### src/rtl/ipc_pkg.sv
package ipc_pkg;

    localparam int NCH   = 16;
    localparam int IDXW  = $clog2(NCH);
    localparam int BYTEW = 8;
    localparam int NBANK = NCH / BYTEW;

    typedef enum logic [3:0] {
        RA_ENA_HI = 4'd0,
        RA_ENA_LO = 4'd1,
        RA_PND_HI = 4'd2,
        RA_PND_LO = 4'd3,
        RA_SRV_HI = 4'd4,
        RA_SRV_LO = 4'd5,
        RA_MSK_HI = 4'd6,
        RA_MSK_LO = 4'd7,
        RA_VEC    = 4'd8
    } reg_addr_e;

    typedef struct packed {
        logic            found;
        logic [IDXW-1:0] idx;
    } top_hit_t;

    typedef struct packed {
        logic [NCH-1:0] we;
        logic [NCH-1:0] d;
    } bank_wr_t;

    // Highest set bit of a channel vector.
    function automatic top_hit_t top_bit(input logic [NCH-1:0] v);
        top_hit_t r;
        r.found = 1'b0;
        r.idx   = '0;
        for (int i = 0; i < NCH; i++) begin
            if (v[i]) begin
                r.found = 1'b1;
                r.idx   = IDXW'(i);
            end
        end
        return r;
    endfunction

endpackage

### src/rtl/ipc_chan_bank.sv
module ipc_chan_bank
    import ipc_pkg::*;
(
    input  logic           clk,
    input  logic           rst,
    input  logic [NCH-1:0] evt,
    input  bank_wr_t       ena_wr,
    input  bank_wr_t       msk_wr,
    input  bank_wr_t       pnd_wr,
    input  bank_wr_t       srv_wr,
    input  logic [NCH-1:0] ack_hit,
    input  logic           sei_mode,
    output logic [NCH-1:0] ena_q,
    output logic [NCH-1:0] msk_q,
    output logic [NCH-1:0] pnd_q,
    output logic [NCH-1:0] srv_q
);

    for (genvar c = 0; c < NCH; c++) begin : g_ch
        logic ena_n, msk_n, pnd_n, srv_n;
        logic pnd_wclr, srv_wclr;

        always_comb begin
            pnd_wclr = pnd_wr.we[c] & ~pnd_wr.d[c];
            srv_wclr = srv_wr.we[c] & ~srv_wr.d[c];
            ena_n    = ena_wr.we[c] ? ena_wr.d[c] : ena_q[c];
            msk_n    = msk_wr.we[c] ? msk_wr.d[c] : msk_q[c];
            pnd_n    = ((pnd_q[c] & ~pnd_wclr & ~ack_hit[c])
                        | (evt[c] & ena_q[c])) & ena_n;
            srv_n    = (srv_q[c] & ~srv_wclr) | (ack_hit[c] & sei_mode);
        end

        always_ff @(posedge clk) begin
            if (rst) begin
                ena_q[c] <= 1'b0;
                msk_q[c] <= 1'b0;
                pnd_q[c] <= 1'b0;
                srv_q[c] <= 1'b0;
            end else begin
                ena_q[c] <= ena_n;
                msk_q[c] <= msk_n;
                pnd_q[c] <= pnd_n;
                srv_q[c] <= srv_n;
            end
        end
    end

endmodule

### src/rtl/ipc_prio_sel.sv
module ipc_prio_sel
    import ipc_pkg::*;
(
    input  logic [NCH-1:0]  req,
    input  logic [NCH-1:0]  srv,
    output logic            active,
    output logic [IDXW-1:0] win_idx
);

    top_hit_t req_top, srv_top;

    always_comb begin
        req_top = top_bit(req);
        srv_top = top_bit(srv);
        win_idx = req_top.idx;
        active  = req_top.found &&
                  (!srv_top.found || (req_top.idx > srv_top.idx));
    end

endmodule

### src/rtl/ipc_bus_if.sv
module ipc_bus_if
    import ipc_pkg::*;
(
    input  logic             sel,
    input  logic             wr,
    input  logic [3:0]       addr,
    input  logic [BYTEW-1:0] wdata,
    input  logic [NCH-1:0]   ena_q,
    input  logic [NCH-1:0]   msk_q,
    input  logic [NCH-1:0]   pnd_q,
    input  logic [NCH-1:0]   srv_q,
    input  logic [BYTEW-1:0] vec_q,
    output bank_wr_t         ena_wr,
    output bank_wr_t         msk_wr,
    output bank_wr_t         pnd_wr,
    output bank_wr_t         srv_wr,
    output logic             vec_we,
    output logic [BYTEW-1:0] rdata
);

    logic wr_cyc;
    logic [NCH-1:0] wd_wide;

    function automatic logic [NCH-1:0] bank_sel(input logic [3:0] a,
                                                input reg_addr_e hi);
        logic [NCH-1:0] m;
        m = '0;
        if (a == hi)                m[NCH-1 -: BYTEW] = '1;
        if (a == 4'(int'(hi) + 1))  m[BYTEW-1:0]      = '1;
        return m;
    endfunction

    always_comb begin
        wr_cyc    = sel & wr;
        wd_wide   = {NBANK{wdata}};
        ena_wr.d  = wd_wide;
        msk_wr.d  = wd_wide;
        pnd_wr.d  = wd_wide;
        srv_wr.d  = wd_wide;
        ena_wr.we = wr_cyc ? bank_sel(addr, RA_ENA_HI) : '0;
        msk_wr.we = wr_cyc ? bank_sel(addr, RA_MSK_HI) : '0;
        pnd_wr.we = wr_cyc ? bank_sel(addr, RA_PND_HI) : '0;
        srv_wr.we = wr_cyc ? bank_sel(addr, RA_SRV_HI) : '0;
        vec_we    = wr_cyc && (addr == RA_VEC);
    end

    always_comb begin
        rdata = '0;
        if (sel && !wr) begin
            case (addr)
                RA_ENA_HI: rdata = ena_q[NCH-1 -: BYTEW];
                RA_ENA_LO: rdata = ena_q[BYTEW-1:0];
                RA_PND_HI: rdata = pnd_q[NCH-1 -: BYTEW];
                RA_PND_LO: rdata = pnd_q[BYTEW-1:0];
                RA_SRV_HI: rdata = srv_q[NCH-1 -: BYTEW];
                RA_SRV_LO: rdata = srv_q[BYTEW-1:0];
                RA_MSK_HI: rdata = msk_q[NCH-1 -: BYTEW];
                RA_MSK_LO: rdata = msk_q[BYTEW-1:0];
                RA_VEC:    rdata = vec_q;
                default:   rdata = '0;
            endcase
        end
    end

endmodule

### src/rtl/prio_irq_ctrl.sv
module prio_irq_ctrl
    import ipc_pkg::*;
(
    input  logic             clk,
    input  logic             rst,
    input  logic [NCH-1:0]   evt_i,
    input  logic             sel_i,
    input  logic             wr_i,
    input  logic [3:0]       addr_i,
    input  logic [BYTEW-1:0] wdata_i,
    output logic [BYTEW-1:0] rdata_o,
    input  logic             ack_i,
    output logic [BYTEW-1:0] vec_o,
    output logic             irq_n_o
);

    localparam int SEI_BIT = 3;

    bank_wr_t         ena_wr, msk_wr, pnd_wr, srv_wr;
    logic             vec_we;
    logic [BYTEW-1:0] vec_q;
    logic [NCH-1:0]   ena_q, msk_q, pnd_q, srv_q;
    logic [NCH-1:0]   req, ack_hit;
    logic             active;
    logic [IDXW-1:0]  win_idx;

    ipc_bus_if u_bus (
        .sel    (sel_i),
        .wr     (wr_i),
        .addr   (addr_i),
        .wdata  (wdata_i),
        .ena_q  (ena_q),
        .msk_q  (msk_q),
        .pnd_q  (pnd_q),
        .srv_q  (srv_q),
        .vec_q  (vec_q),
        .ena_wr (ena_wr),
        .msk_wr (msk_wr),
        .pnd_wr (pnd_wr),
        .srv_wr (srv_wr),
        .vec_we (vec_we),
        .rdata  (rdata_o)
    );

    always_ff @(posedge clk) begin
        if (rst)         vec_q <= '0;
        else if (vec_we) vec_q <= wdata_i;
    end

    assign req = pnd_q & msk_q & ena_q;

    ipc_prio_sel u_sel (
        .req     (req),
        .srv     (srv_q),
        .active  (active),
        .win_idx (win_idx)
    );

    always_comb begin
        ack_hit = '0;
        if (ack_i && active) ack_hit[win_idx] = 1'b1;
    end

    ipc_chan_bank u_bank (
        .clk      (clk),
        .rst      (rst),
        .evt      (evt_i),
        .ena_wr   (ena_wr),
        .msk_wr   (msk_wr),
        .pnd_wr   (pnd_wr),
        .srv_wr   (srv_wr),
        .ack_hit  (ack_hit),
        .sei_mode (vec_q[SEI_BIT]),
        .ena_q    (ena_q),
        .msk_q    (msk_q),
        .pnd_q    (pnd_q),
        .srv_q    (srv_q)
    );

    assign vec_o   = {vec_q[BYTEW-1:IDXW], win_idx};
    assign irq_n_o = ~active;

endmodule

### config.mk
export PLATFORM = sky130hd
export DESIGN_NAME = prio_irq_ctrl
export DESIGN_NICKNAME = d
export VERILOG_FILES = /design/src/rtl/ipc_pkg.sv /design/src/rtl/ipc_chan_bank.sv /design/src/rtl/ipc_prio_sel.sv /design/src/rtl/ipc_bus_if.sv /design/src/rtl/prio_irq_ctrl.sv
export SDC_FILE = /design/constraint.sdc
export NUM_CORES = 1
export LEC_CHECK = 0
export BUFFER_PORTS_ARGS = -buffer_cell sky130_fd_sc_hd__buf_4
export CORE_MARGIN = 1.5
export CORE_UTILIZATION = 55
export DETAILED_ROUTE_END_ITERATION = 10
export PLACE_DENSITY = 0.84
export SLEW_MARGIN = 25
export SYNTH_ARGS = -nofsm -noshare
export SYNTH_HDL_FRONTEND = slang
export SYNTH_HIERARCHICAL = 1
export SYNTH_SLANG_ARGS = --single-unit
### constraint.sdc
create_clock -name clk -period 8.7 [get_ports clk]
set_input_delay 1.74 -clock clk [delete_from_list [all_inputs] [get_ports clk]]
set_output_delay 1.74 -clock clk [all_outputs]
set_load 0.01 [all_outputs]
== Word-level counts from Yosys, hierarchy flattened ==
Index checks and enable logic that the tools add are counted.

* Order comparisons: 3
* Reduce and logical (&&, ||, !) cells: 9
* Eq/ne operators: 8
* Bitwise logic cells: 220
* Mux-type cells: 65

{| class="wikitable"
|+ Operators with widths
! kind !! number
|-
| 2-to-1 mux 5 bit || 32
|-
| bitwise AND 1 bit || 129
|-
| 2-to-1 mux 16 bit || 5
|-
| 2-to-1 mux 8 bit || 9
|-
| case mux 8 bit (9 select lines) || 1
|-
| inverter 1 bit || 57
|-
| bitwise AND 16 bit || 2
|-
| bitwise OR 1 bit || 32
|-
| 2-to-1 mux 1 bit || 17
|-
| == test 4 x 3 -> 1 bit (second input constant) || 4
|-
| == test 4 x 2 -> 1 bit (second input constant) || 2
|-
| logical AND 1 bit || 5
|-
| < comparator 4 x 5 -> 1 bit (second input constant) || 1
|-
| demux 1 bit (select 4 bit) || 1
|-
| == test 4 x 1 -> 1 bit (second input constant) || 1
|-
| == test 4 bit (second input constant) || 1
|-
| >= comparator 4 x 1 -> 1 bit (second input constant) || 1
|-
| > comparator 4 bit || 1
|-
| zero test 4 bit || 1
|-
| zero test 1 bit || 2
|-
| logical OR 1 bit || 1
|}

* Output and inout bits: 17
* Logic and storage cells: 370
* Flip-flop bits (word level): 72
* Input bits: 33

== Logic depth before layout (Yosys ltp) ==
Gate-level depths: netlist of run 1.

* Word-level depth: 27
* Gate-level depth with buffers: 14
* Gate-level depth less buffers: 14

== Hierarchy ==
The synthesis of run 1 kept the hierarchy.

{| class="wikitable"
|+ By module, submodules not included
! module !! times used !! sequential area each (um^2) !! area each (um^2) !! cells each
|-
| ipc_chan_bank || 1 || 1281.2 || 2671.3 || 263
|-
| ipc_bus_if || 1 || 0.0 || 1745.4 || 239
|-
| prio_irq_ctrl || 1 || 160.2 || 531.8 || 70
|-
| ipc_prio_sel || 1 || 0.0 || 432.9 || 68
|}

== Worst setup path before layout of run 1 ==
No wires, ideal clock.

* Kind: input -> output
* Start point: input addr_i[1]
* End point: output rdata_o[1]
* Arrival time: 2.736 ns
* Path slack: 4.224 ns
* Path buffers: 2
* Required time: 6.960 ns
* Cell stages on the path: 5
* Path through: buf_6 -> buf_6 -> or2_2 -> a2bb2oi_1 -> a31oi_1

* Word-level cells in the longest chain between the ends: 3
* Elaborated cells on any way between the ends: 11
* Classes of those cells: eq/ne (8); mux (2); reduce/logical (1)

{| class="wikitable"
|+ Ends and longest elaborated chain
! item !! RTL line !! RTL
|-
| start, declared || prio_irq_ctrl.sv:9 || <nowiki>input logic [3:0] addr_i,</nowiki>
|-
| == test 4 bit, or another cell as far along || ipc_bus_if.sv:50 || <nowiki>case (addr)</nowiki>
|-
| case mux 8 bit (9 select lines) * || ipc_bus_if.sv:50 ||
|-
| 2-to-1 mux 8 bit * || ipc_bus_if.sv:49 || <nowiki>if (sel && !wr) begin</nowiki>
|-
| end, declared || prio_irq_ctrl.sv:11 || <nowiki>output logic [BYTEW-1:0] rdata_o,</nowiki>
|}

Every way passes the cells marked *; elsewhere a longest branch is shown, timed or not.

== Final worst setup path of run 1 ==
* Start point: input addr_i[2]
* End point: output rdata_o[2]

Same word-level chain as after synthesis.

==> metrics, run 1 <==
worst setup margin=about 3700 ps; Slew Viols, Final=0; Inserted Clock Buffers=9; leak pwr=1.64 nW; WHS Path Cells=2; YS warnings=6; drt drc=0; multi-input logic area=2780 sq um; Worst setup SP type=input port; initial drt markers=378; I/O Buffers=49; Die Y=102 microns; clock share of power=between 40% and 50%; final worst path period share=56.9%; Req. time, crit path=a little under 7000 ps; Hold Fails Final Rpt=0; clock root cell=clkbuf_8; Psw=165 uW; WL/cell=around 20 microns; status=complete, no violations; ys flop type=dfxtp_1; PostCTS Resize Cnt=0; CTS tree=built; vias in the first global route=3876; Pre-Repair DR Iteration Count=5; area leader, netlist=dfxtp_1; total gr overflow=0; vias per cell=around 5.9; drt total wl=around 14000 microns; # rows=35; Comb power frac=7.7%; Max Fclk=around 200 MHz; Inserted Diodes=0; gr usage total=between 20 and 30%; final standard cell area without fillers=slightly above 5000 sq um; clk_lat worst skew=between 300 and 400 ps; Syn Inst Count=640; Setup TNS=0 ps; syn nets=between 600 and 700; core region area=approximately 9400 sq um; unrepaired setup endpoints after global routing=no; post-layout min period=between 4000 and 5000 ps; EDFF count, synth=0; Yosys cell types=57; clock transition at the registers of the reported paths=about 80 ps; Slew @ Worst Pin=around 1100 ps; post-synthesis sequential area ratio=between 20 and 30%; Die Width=between 100 and 150 microns; share of layout cells above drive strength 1=17.9%; Synth Area per Inst=8.41 sq um; Sw Share=between 20% and 30%; first-pass GRT wire length=21200 microns; Max clock buf depth=2; Rel. slew slack=27.7%; final core occ=between 50% and 60%; max-cap viol count=0; final std cells w/o fill=693; Min Hold Slack=between 400 and 500 ps; die area=roughly 10000 sq um; R2R depth=12; total power=661 uW; total placed cells including tap cells=677; antenna violations before repair=0; Final ANT Viol Nets=0; share of the synthesized area in the top cell type=26.8%; ys async rst share=0%; placed wire-length estimate=approximately 10000 microns; PwrDens=131 nW/um^2; placer congestion estimate=around 0.99; H-Tree Depth=3; sequential cell area=roughly 1400 sq um; Post-Synthesis Cell Area=5380 sq um; HP Class=flip-flop to flip-flop; final net count=around 600; Crit Path Class=input port to primary output; Ports=50; Post-CTS Setup Inserts=0; Placed Instance Area=~4800 sq um; Flop pwr share=between 50% and 60%; Crit Path Max Fanout=27; Layout fillers=between 900 and 1k; dpl ws=~3800 ps; FF+latch count, synth=between 70 and 80; # clock sinks=72; Final setup viols=0; Initial Util=57.4%; Via Count=4113; top cells by area, synth=dfxtp_1 (27%), buf_4 (18%), mux2i_1 (9.1%); Arr. time, crit path=3210 ps; largest net degree at the start of global routing=57; VDD IR max=slightly above 60 uV; P&R area growth vs syn=-6.11%; Setup Skew=about 4.4 ps; cts hold-fix bufs=0; element type at the critical path end=primary output; Pint=496 uW
area by class of cell:
cell class              count  share of cell area, %
inverters                  22                   1.63
flip-flops and latches     72                   28.5
clock buffers              11                   3.00
clock inverters             5                   1.09
multi-input cells         403                   55.0
well taps                 129                   3.19
repair buffers             51                   7.58
sequential cells by signal, indices dropped and copies added, names as in the netlist:
register / cells
u_bank/pnd_q: 16
u_bank/srv_q: 16
u_bank/msk_q: 16
vec_q: 8
u_bank/ena_q: 16
worst paths after layout:
kind / start / end / slack, ps
min: u_bank/ena_q[1]$_SDFF_PP0_ / u_bank/pnd_q[1]$_SDFF_PP0_ / 490
min reg2reg: u_bank/ena_q[1]$_SDFF_PP0_ / u_bank/pnd_q[1]$_SDFF_PP0_ / 490
max reg2reg: u_bank/ena_q[4]$_SDFF_PP0_ / u_bank/pnd_q[0]$_SDFF_PP0_ / 5200
max: addr_i[2] / rdata_o[2] / 3750
cell usage after synthesis (4+ instances only):
cell type / count
a21boi_1: 6
a21boi_4: 10
a21o_1: 5
a21oi_1: 23
a22o_1: 12
a22oi_1: 7
a2bb2oi_1: 4
a31oi_1: 9
and3_1: 17
buf_4: 130
buf_6: 8
dfxtp_1: 72
ha_1: 4
inv_1: 21
mux2i_1: 49
nand2_1: 53
nand2b_1: 24
nand3_1: 4
nand3b_1: 17
nand4_1: 4
nor2_1: 61
nor2_2: 4
nor2_4: 11
nor2b_1: 10
nor3_1: 9
nor4_1: 4
o21ai_0: 16
o21bai_1: 4
routing by layer:
layer  global-route usage, %  share of wire (%)
met5                       0                  0
met1                    37.3                 44
met3                    3.63                8.1
met4                    11.8                3.1
met2                    42.5                 45
logic make-up (layout without fill, tap and decap cells):
| kind of cell | after synthesis | count (layout) | synth area share, % |
|---|---|---|---|
| DFF | 72 | 72 | 26.8 |
| adders and majority gates | 4 | 4 | 0.930 |
| and+or+nand+nor | 233 | 233 | 23.9 |
| AOI/OAI and AO/OA | 117 | 117 | 17.5 |
| muxes | 49 | 49 | 9.11 |
| buffers and inverters | 165 | 89 | 21.7 |
power groups by stage:
stage	combinational, mW	clock, mW	sequential [mW]
global route	0.0535	0.296	0.332
finish	0.0507	0.278	0.332
CTS	0.0497	0.282	0.332
floorplan	0.0542	0	0.339
global placement	0.0488	0	0.340
detailed placement	0.0495	0	0.340
cell usage in the layout, fill, tap and decap left out, types with 3 or more instances in the layout:
master and count:
o21bai_1 4, nand2b_1 24, nor2b_1 10, a22oi_1 7, nor4_1 4, nand3_1 4, ha_1 4, clkbuf_8 11
dfxtp_1 72, a21boi_1 6, and3_1 17, nand4_1 4, nor2_4 11, a2bb2oi_1 4, nand3b_1 17, o32a_1 3
o21ai_0 16, a21oi_1 23, nand2_1 53, buf_4 51, nor3_1 8, a31oi_1 9, mux2i_1 49, inv_1 21
nor2_1 60, a21boi_4 10, o31ai_1 3, nand4b_1 3, a21o_1 5, nor2_2 5, a22o_1 12
critical path, cell delays in order:
cell     delay [ps]
buf_4           300
nor2b_1         390
a22o_1          200
nand2_1          50
a31oi_1         320
buf_4           190
No activity file was read; power rests on OpenSTA's default activity.
==> run 2: changes to the inputs <==
Settings changed: PLACE_DENSITY 0.84 to 0.87.
Clock period 8.7 ns to 4.3 ns, I/O delays scaled along.
==> metrics, run 2 (synthesis results as in run 1) <==
post-layout min period=approximately 3800 ps; WL/cell=19.8 microns (-0.37%); status=complete, no violations; VDD IR max=194 uV (+220%); Slew Viols, Final=0 (unchanged); Arr. time, crit path=2980 ps (-230 ps); vias per cell=6.05 (+2.0%); CTS tree=built; die area=10400 sq um (unchanged); I/O Buffers=49 (unchanged); final worst path period share=89.4%; drt total wl=13800 microns (-0.22%); crit path buf inv count=2 (unchanged); P&R area growth vs syn=-5.23%; slowest CP cell=dfxtp_1; first-pass GRT wire length=21300 microns (+0.62%); Die Width=102 microns (unchanged); gr usage total=27.3% (+0.20 points); Final ANT Viol Nets=0 (unchanged); element type at the critical path end=primary output; dpl ws=900 ps (-2920 ps); Setup TNS=0 ps (unchanged); PostCTS Resize Cnt=0 (unchanged); worst setup margin=458 ps (-3290 ps); Inserted Clock Buffers=9 (unchanged); CP max stage delay=380 ps (about the same); Inserted Diodes=0 (unchanged); max-cap viol count=0 (unchanged); drt drc=0 (unchanged); clk_lat worst skew=360 ps (about the same); Worst setup SP type=flip-flop; # rows=35 (unchanged); final net count=597 (+0.17%); vias in the first global route=4046 (+4.4%); H-Tree Depth=3 (unchanged); cts hold-fix bufs=0 (unchanged); most frequent cells in the layout=dfxtp_1 (72), nor2_1 (61), nand2_1 (53), buf_4 (52), mux2i_1 (49); Max clock buf depth=2 (unchanged); clock root cell=clkbuf_8; crit path cell chain=and3_1 -> nor2_1 -> o31ai_1 -> a211oi_1 -> o31ai_1 -> ha_1 -> nor2b_1 -> o211ai_1 -> a21oi_1 -> o22a_1 -> inv_1 -> buf_4; hold_sp=u_bank/ena_q[2]$_SDFF_PP0_; placed wire-length estimate=10300 microns (about the same); Setup Skew=7.91 ps (+3.55 ps); Hold Fails Final Rpt=0 (unchanged); placer congestion estimate=0.956 (-3.6%); HP Class=flip-flop to flip-flop; Crit. Startpoint=u_bank/ena_q[3]$_SDFF_PP0_; Pre-Repair DR Iteration Count=5 (unchanged); total gr overflow=0 (unchanged); Via Count=4201 (+2.1%); PwrDens=286 nW/um^2 (+120%); Rel. slew slack=31.1% (+3.4 points); Initial Util=57.4% (unchanged); leak pwr=1.67 nW (+1.7%); crit-path leading delay family=compound AO/OA/AOI/OAI gates; Post-CTS Setup Inserts=0 (unchanged); largest net degree at the start of global routing=57 (unchanged); core region area=9370 sq um (unchanged); clock transition at the registers of the reported paths=70 ps (about the same); Max Fclk=~260 MHz; unrepaired setup endpoints after global routing=no; final core occ=54.4% (+0.51 points); Crit Path Max Fanout=5 (-81%); Final setup viols=0 (unchanged); reg-to-reg startpoint=u_bank/ena_q[3]$_SDFF_PP0_; Ports=50 (unchanged); initial drt markers=504 (+33%); Die Y=102 microns (unchanged); most common cell after layout, fill and taps aside=dfxtp_1; share of layout cells above drive strength 1=17.7% (-0.21 points); antenna violations before repair=0 (unchanged); # clock sinks=72 (unchanged); Req. time, crit path=3440 ps (-3520 ps); Slew @ Worst Pin=1030 ps (-50.8 ps); CP most frequent cell=o31ai_1; Crit Path Class=flip-flop to primary output
run 2: cell count changes in the layout (fill, tap and decap cells not counted):
cell        before  now
clkinv_2         2    1
nor3_1           8    9
nor2_1          60   61
nor3_2           2    1
clkinvlp_4       2    1
bufinv_16        1    3
buf_4           51   52
nor2_2           5    4
run 2: per-layer routing:
| layer | wire, microns | global-route usage, % | vias to the layer above |
|---|---|---|---|
| met3 | 1190 | 4.92 | 40 |
| met5 | 0 | 0 | - |
| met4 | 363 | 9.91 | 0 |
| met2 | 6320 | 44.5 | 228 |
| met1 | 5880 | 36.2 | 2005 |
| li1 | - | - | 1928 |
run 2: power by group:
group	switching, mW	total, mW	internal (mW)
clock network	0.268	0.684	0.416
logic	0.0665	0.104	0.0375
registers	0.00305	0.672	0.669
run 2: metrics by stage:
step	power [mW]	instances	instance area (sq um)	hold slack, ps
after global routing	1.51	694	5100	525
after floorplan	0.796	640	5380	451
after global placement	0.787	678	4850	466
after detailed placement	0.789	678	4850	476
after CTS	1.47	694	5100	481
final	1.46	694	5100	487
run 2: final cells by class:
cell class	count	area, sq um
Clock buffer	11	151
Clock inverter	5	103
Fill cell	900	4270
Inverter	22	82.6
Multi-Input combinational cell	403	2770
Sequential cell	72	1440
Tap cell	129	161
Timing Repair Buffer	52	390
run 2: path summary, 6_finish.rpt:
kind,slack (ps),endpoint,cells past startpoint
worst max-delay path,460,irq_n_o,12
worst min-delay path,490,u_bank/pnd_q[2]$_SDFF_PP0_,2
worst max register to register,970,u_bank/pnd_q[4]$_SDFF_PP0_,13
worst min register to register,490,u_bank/pnd_q[2]$_SDFF_PP0_,2
run 2: tightest hold or removal path: stages (launching register included):
cell and delay [ps]:
dfxtp_1 330, nand2_1 60, a21boi_1 50
